`src/rtl/rstseq_pkg.sv`:
```
package rstseq_pkg;

    typedef enum logic [1:0] {
        PH_HELD   = 2'd0,
        PH_VECTOR = 2'd1,
        PH_ACTIVE = 2'd2
    } phase_e;

    typedef struct packed {
        logic run;
        logic stall;
        logic fetch;
    } core_ctl_t;

    localparam logic [7:0] BCR_STRAP_LOW  = 8'h89;
    localparam logic [7:0] BCR_STRAP_HIGH = 8'h00;

    function automatic logic [7:0] bcr_init(input logic strap);
        return strap ? BCR_STRAP_HIGH : BCR_STRAP_LOW;
    endfunction

    function automatic core_ctl_t phase_ctl(input phase_e ph, input logic fetch);
        core_ctl_t c;
        c.run   = (ph != PH_HELD);
        c.stall = (ph != PH_ACTIVE);
        c.fetch = fetch;
        return c;
    endfunction

endpackage

```
`src/rtl/rstseq_sync.sv`:
```
module rstseq_sync #(
    parameter int STAGES = 2
) (
    input  logic clk,
    input  logic rst,
    input  logic din,
    output logic dout
);
    logic [STAGES-1:0] chain;

    generate
        for (genvar i = 0; i < STAGES; i++) begin : g_stage
            if (i == 0) begin : g_first
                always_ff @(posedge clk) begin
                    if (rst) chain[0] <= 1'b0;
                    else     chain[0] <= din;
                end
            end else begin : g_next
                always_ff @(posedge clk) begin
                    if (rst) chain[i] <= 1'b0;
                    else     chain[i] <= chain[i-1];
                end
            end
        end
    endgenerate

    assign dout = chain[STAGES-1];
endmodule

```
`src/rtl/rstseq_qualify.sv`:
```
module rstseq_qualify #(
    parameter int HOLD_MIN = 2
) (
    input  logic clk,
    input  logic rst,
    input  logic pin_sync,
    output logic held
);
    localparam int CW = $clog2(HOLD_MIN + 1);
    localparam logic [CW-1:0] LAST = CW'(HOLD_MIN - 1);

    logic [CW-1:0] low_cnt;

    always_ff @(posedge clk) begin
        if (rst) begin
            low_cnt <= '0;
        end else if (pin_sync) begin
            low_cnt <= '0;
        end else if (low_cnt != LAST) begin
            low_cnt <= low_cnt + 1'b1;
        end
    end

    assign held = !pin_sync && (low_cnt == LAST);
endmodule

```
`src/rtl/rstseq_wdt_pull.sv`:
```
module rstseq_wdt_pull #(
    parameter int PULL_CYCLES = 3
) (
    input  logic clk,
    input  logic rst,
    input  logic timeout,
    output logic pull
);
    localparam int CW = $clog2(PULL_CYCLES + 1);
    localparam logic [CW-1:0] LOAD = CW'(PULL_CYCLES);

    logic [CW-1:0] left;

    always_ff @(posedge clk) begin
        if (rst) begin
            left <= '0;
        end else if (timeout) begin
            left <= LOAD;
        end else if (left != '0) begin
            left <= left - 1'b1;
        end
    end

    assign pull = (left != '0);
endmodule

```
`src/rtl/rstseq_ctrl.sv`:
```
module rstseq_ctrl
    import rstseq_pkg::*;
#(
    parameter int SEQ_LEN = 9
) (
    input  logic       clk,
    input  logic       rst,
    input  logic       held,
    input  logic       pin_sync,
    input  logic       strap,
    output core_ctl_t  ctl,
    output logic [7:0] bcr
);
    localparam int CW = $clog2(SEQ_LEN + 1);
    localparam logic [CW-1:0] SEQ_LAST = CW'(SEQ_LEN - 1);

    phase_e        phase;
    logic [CW-1:0] step;
    logic          fetch_q;

    always_ff @(posedge clk) begin
        if (rst) begin
            phase   <= PH_HELD;
            step    <= '0;
            bcr     <= 8'h00;
            fetch_q <= 1'b0;
        end else begin
            fetch_q <= 1'b0;
            unique case (phase)
                PH_ACTIVE: begin
                    if (held) phase <= PH_HELD;
                end
                PH_HELD: begin
                    if (pin_sync) begin
                        phase <= PH_VECTOR;
                        step  <= '0;
                        bcr   <= bcr_init(strap);
                    end
                end
                PH_VECTOR: begin
                    if (held) begin
                        phase <= PH_HELD;
                    end else if (step == SEQ_LAST) begin
                        phase   <= PH_ACTIVE;
                        fetch_q <= 1'b1;
                    end else begin
                        step <= step + 1'b1;
                    end
                end
                default: phase <= PH_HELD;
            endcase
        end
    end

    assign ctl = phase_ctl(phase, fetch_q);
endmodule

```
`src/rtl/rstseq_top.sv`:
```
module rstseq_top
    import rstseq_pkg::*;
#(
    parameter int SYNC_STAGES = 2,
    parameter int HOLD_MIN    = 2,
    parameter int SEQ_LEN     = 9,
    parameter int PULL_CYCLES = 3
) (
    input  logic       clk,
    input  logic       rst,
    input  logic       resb_in,
    output logic       resb_pull,
    input  logic       bus_en_strap,
    input  logic       wdt_timeout,
    output logic       run,
    output logic       core_stall,
    output logic [7:0] bus_ctrl,
    output logic       first_fetch
);
    logic      pin_sync;
    logic      held;
    core_ctl_t ctl;

    rstseq_sync #(.STAGES(SYNC_STAGES)) u_sync (
        .clk(clk), .rst(rst), .din(resb_in), .dout(pin_sync)
    );

    rstseq_qualify #(.HOLD_MIN(HOLD_MIN)) u_qual (
        .clk(clk), .rst(rst), .pin_sync(pin_sync), .held(held)
    );

    rstseq_wdt_pull #(.PULL_CYCLES(PULL_CYCLES)) u_pull (
        .clk(clk), .rst(rst), .timeout(wdt_timeout), .pull(resb_pull)
    );

    rstseq_ctrl #(.SEQ_LEN(SEQ_LEN)) u_ctrl (
        .clk(clk), .rst(rst), .held(held), .pin_sync(pin_sync),
        .strap(bus_en_strap), .ctl(ctl), .bcr(bus_ctrl)
    );

    assign run         = ctl.run;
    assign core_stall  = ctl.stall;
    assign first_fetch = ctl.fetch;
endmodule

```
`config.mk`:
```
export PLATFORM = sky130hd
export DESIGN_NAME = rstseq_top
export DESIGN_NICKNAME = d
export VERILOG_FILES = /design/src/rtl/rstseq_pkg.sv /design/src/rtl/rstseq_sync.sv /design/src/rtl/rstseq_qualify.sv /design/src/rtl/rstseq_wdt_pull.sv /design/src/rtl/rstseq_ctrl.sv /design/src/rtl/rstseq_top.sv
export SDC_FILE = /design/constraint.sdc
export NUM_CORES = 1
export LEC_CHECK = 0
export BUFFER_PORTS_ARGS = -buffer_cell sky130_fd_sc_hd__buf_2
export CORE_MARGIN = 2
export CORE_UTILIZATION = 37
export CTS_BUF_LIST = sky130_fd_sc_hd__clkbuf_4 sky130_fd_sc_hd__clkbuf_8
export CTS_CLUSTER_DIAMETER = 40
export DETAILED_ROUTE_END_ITERATION = 10
export PLACE_DENSITY = 0.61
export SLEW_MARGIN = 20
export SYNTH_ARGS = -nofsm -noshare
export SYNTH_HDL_FRONTEND = slang
export SYNTH_SLANG_ARGS = --single-unit
```
`constraint.sdc`:
```
create_clock -name clk -period 1.25 [get_ports clk]
set_input_delay 0.125 -clock clk [delete_from_list [all_inputs] [get_ports clk]]
set_output_delay 0.125 -clock clk [all_outputs]
set_load 0.005 [all_outputs]
```
==> Flow_metrics.wiki <==
{| class="wikitable"
! Metric !! Value
|-
| TritonCTS clock tree || built
|-
| Clock slew seen by the registers of the worst setup and hold paths || 0.09 ns
|-
| Cell types with the highest counts after synthesis || sky130_fd_sc_hd__dfxtp_1, sky130_fd_sc_hd__inv_1, sky130_fd_sc_hd__buf_4, sky130_fd_sc_hd__nand2b_1, sky130_fd_sc_hd__nor2_1
|-
| Die Area || 2340 µm²
|-
| Startpoint class of the critical path || flip-flop
|-
| Area growth from synthesis to layout || 24.7%
|-
| DRC marker count from the first detailed-route iteration || 16
|-
| Most common cell in the netlist || sky130_fd_sc_hd__dfxtp_1
|-
| Status || complete, but fails checks
|-
| Flops & latches, synth || 14
|-
| Worst slack at placement || -0.0597 ns
|-
| Cell Area, Synth || 729 µm²
|-
| Routed wire length || 1.42 mm
|-
| Ys async rst share || 0
|-
| Non-filler instance count after layout || 124
|-
| Cell types with the largest area share after synthesis || sky130_fd_sc_hd__dfxtp_1, sky130_fd_sc_hd__buf_4, sky130_fd_sc_hd__ha_1, sky130_fd_sc_hd__nand2b_1, sky130_fd_sc_hd__inv_1
|-
| Sink Count || 14
|-
| Fill cell count || 179
|-
| Dpl cells || 119
|-
| Via count of the first global-routing pass || 586
|-
| Post-Route Setup TNS || -0.0160 ns
|-
| Grt total ovfl || 0
|-
| Number of antenna-violating nets in the routed design || 0
|-
| Fmax || 790 MHz
|-
| Clk Tree Root Cell || sky130_fd_sc_hd__clkbuf_4
|-
| RSZ-0062 raised after global routing || yes
|-
| Number of flops mapped to enable cells by yosys || 0
|-
| Initial antenna violation count || 0
|-
| Top flip-flop cell by instance count after synthesis || sky130_fd_sc_hd__dfxtp_1
|-
| Total number of vias || 609
|-
| Placed wire-length estimate || 1.06 mm
|-
| Detailed Routing Iterations Pass 1 || 4
|-
| Clock skew || 0.00623 ns
|-
| Avg Inst Size Synth || 9.12 µm²
|-
| Seq/Total Area, Yosys || 0.384
|-
| CTS H-Tree Depth || 1
|-
| Number of CTS-inserted buffers || 3
|-
| Depth of the most critical reg-to-reg path || 5
|-
| P_leak || 0.404 nW
|-
| Max cap viols || 0
|-
| Synthesized instance count || 80
|-
| Cell row count || 16
|-
| Number of setup violations in the final report || 1
|-
| Critical path capture point type || flip-flop
|-
| Largest net degree at the start of global routing || 15
|-
| Worst IR Drop VDD || 591 µV
|-
| DRC violation count after routing || 0
|-
| Total global routing track utilization || 0.134
|-
| Class of the tightest hold or removal check || in -> reg
|-
| Mean routed wirelength per cell || 11.5 µm
|-
| Slack of the critical path || -0.0160 ns
|-
| Violated checks || setup timing
|-
| Die X || 48.4 µm
|-
| Yosys warning total || 0
|-
| Global-route wire length before repair || 2.48 mm
|-
| Max-slew violation count || 0
|-
| Proportion of layout cells with a drive suffix above 1 || 0.361
|-
| Final core area utilization || 0.478
|-
| Antenna diodes || 0
|-
| Final period util || 1.01
|-
| Total Nets Final || 107
|-
| Core box area || 1900 µm²
|-
| Placed inst area || 838 µm²
|-
| Area share of the largest cell type after synthesis || 0.384
|-
| Worst path required time || 1.47 ns
|-
| Final non-filler cell area || 910 µm²
|-
| Critical-path maximum fanout || 3
|-
| Via density per instance || 4.91
|-
| Number of buffers on the longest clock path || 2
|-
| Final worst path period need || 1.27 ns
|-
| Count of boundary I/O pins || 17
|-
| Largest area contributor in the netlist || sky130_fd_sc_hd__dfxtp_1
|-
| Overall die height || 48.4 µm
|-
| Final Hold Slack || 0.0377 ns
|-
| Worst Path Arrival || 1.48 ns
|-
| Power after layout || 1.25 mW
|-
| Worst setup path category || reg -> reg
|-
| Power density normalized to cell area || 1370 nW/µm²
|-
| Hold depth || 2
|-
| Clk Latency, worst-skew pair || 0.28 ns
|-
| Register-to-register setup slack || -0.02 ns
|-
| Port-buffer cells || 11
|-
| Routability congestion estimate || 0.795
|-
| Post-synthesis cell type count || 35
|-
| Final hold violation count || 0
|-
| Initial standard-cell utilization of the core || 0.384
|}
==> per-layer routing <==
metal	routed length, µm	vias to the layer above	GRT usage
met5	0	-	0
met4	28	0	0.0952
met3	45	4	0.0154
met2	710	18	0.215
met1	638	294	0.167
li1	-	293	-
==> power by group <==
part / internal, mW / switching, mW / leakage [nW]
Combinational: 0.191 / 0.175 / 0.267
Sequential: 0.502 / 0.0455 / 0.116
Clock: 0.177 / 0.154 / 0.0210
==> cell type report <==
type / count / area (µm²) / area share
repair buffers: 17 / 100 / 0.110
multi-input cells: 54 / 424 / 0.466
inverters: 8 / 30.0 / 0.0330
clock buffers: 4 / 36.3 / 0.0399
well taps: 27 / 33.8 / 0.0371
flip-flops and latches: 14 / 285 / 0.314
==> cell families after synthesis <==
family | after synthesis | synth area share
AOI/OAI and AO/OA | 10 | 0.105
xor gates and xnor gates | 2 | 0.0240
adders and majority gates | 4 | 0.0686
buffers and inverters | 16 | 0.118
DFF | 14 | 0.384
muxes | 2 | 0.0274
other | 1 | 0.00514
and+or+nand+nor | 31 | 0.268
==> placed cells by master, fill, tap and decap left out, drive strengths merged, types with 3 or more instances in the layout <==
master,n
nor2,5
nand2b,6
conb,5
dfxtp,14
buf,17
ha,4
inv,8
nand2,3
clkbuf,4
==> critical path, stage by stage (launching register included) <==
cell                       delay [ns]
sky130_fd_sc_hd__dfxtp_2         0.34
sky130_fd_sc_hd__inv_2           0.04
sky130_fd_sc_hd__ha_4            0.14
sky130_fd_sc_hd__nand2b_4        0.16
sky130_fd_sc_hd__a211oi_4        0.30
sky130_fd_sc_hd__mux2i_1         0.21
==> sequential cells by signal, indices dropped and copies added (netlist names) <==
| register | cells |
|---|---|
| u_sync.chain | 1 |
| u_ctrl.fetch_q | 1 |
| u_qual.low_cnt | 2 |
| u_ctrl.step | 4 |
| u_sync.dout | 1 |
| u_ctrl.phase | 2 |
| u_pull.left | 2 |
| u_ctrl.bcr | 1 |
==> final timing paths <==
kind / startpoint / endpoint
setup / recovery: u_qual.low_cnt[1] / u_ctrl.step[1]
hold / removal: bus_en_strap / u_ctrl.bcr[3]
setup reg to reg: u_qual.low_cnt[1] / u_ctrl.step[1]
hold reg to reg: u_sync.chain[0] / u_sync.dout
==> what timing repair did <==
action	CTS	global route
hold buffers	0	0
setup buffers	1	0
gates resized for setup	4	5
setup endpoints to repair	4	5
pin swaps	2	2
Note: power is estimated with default switching activity, not from simulation.
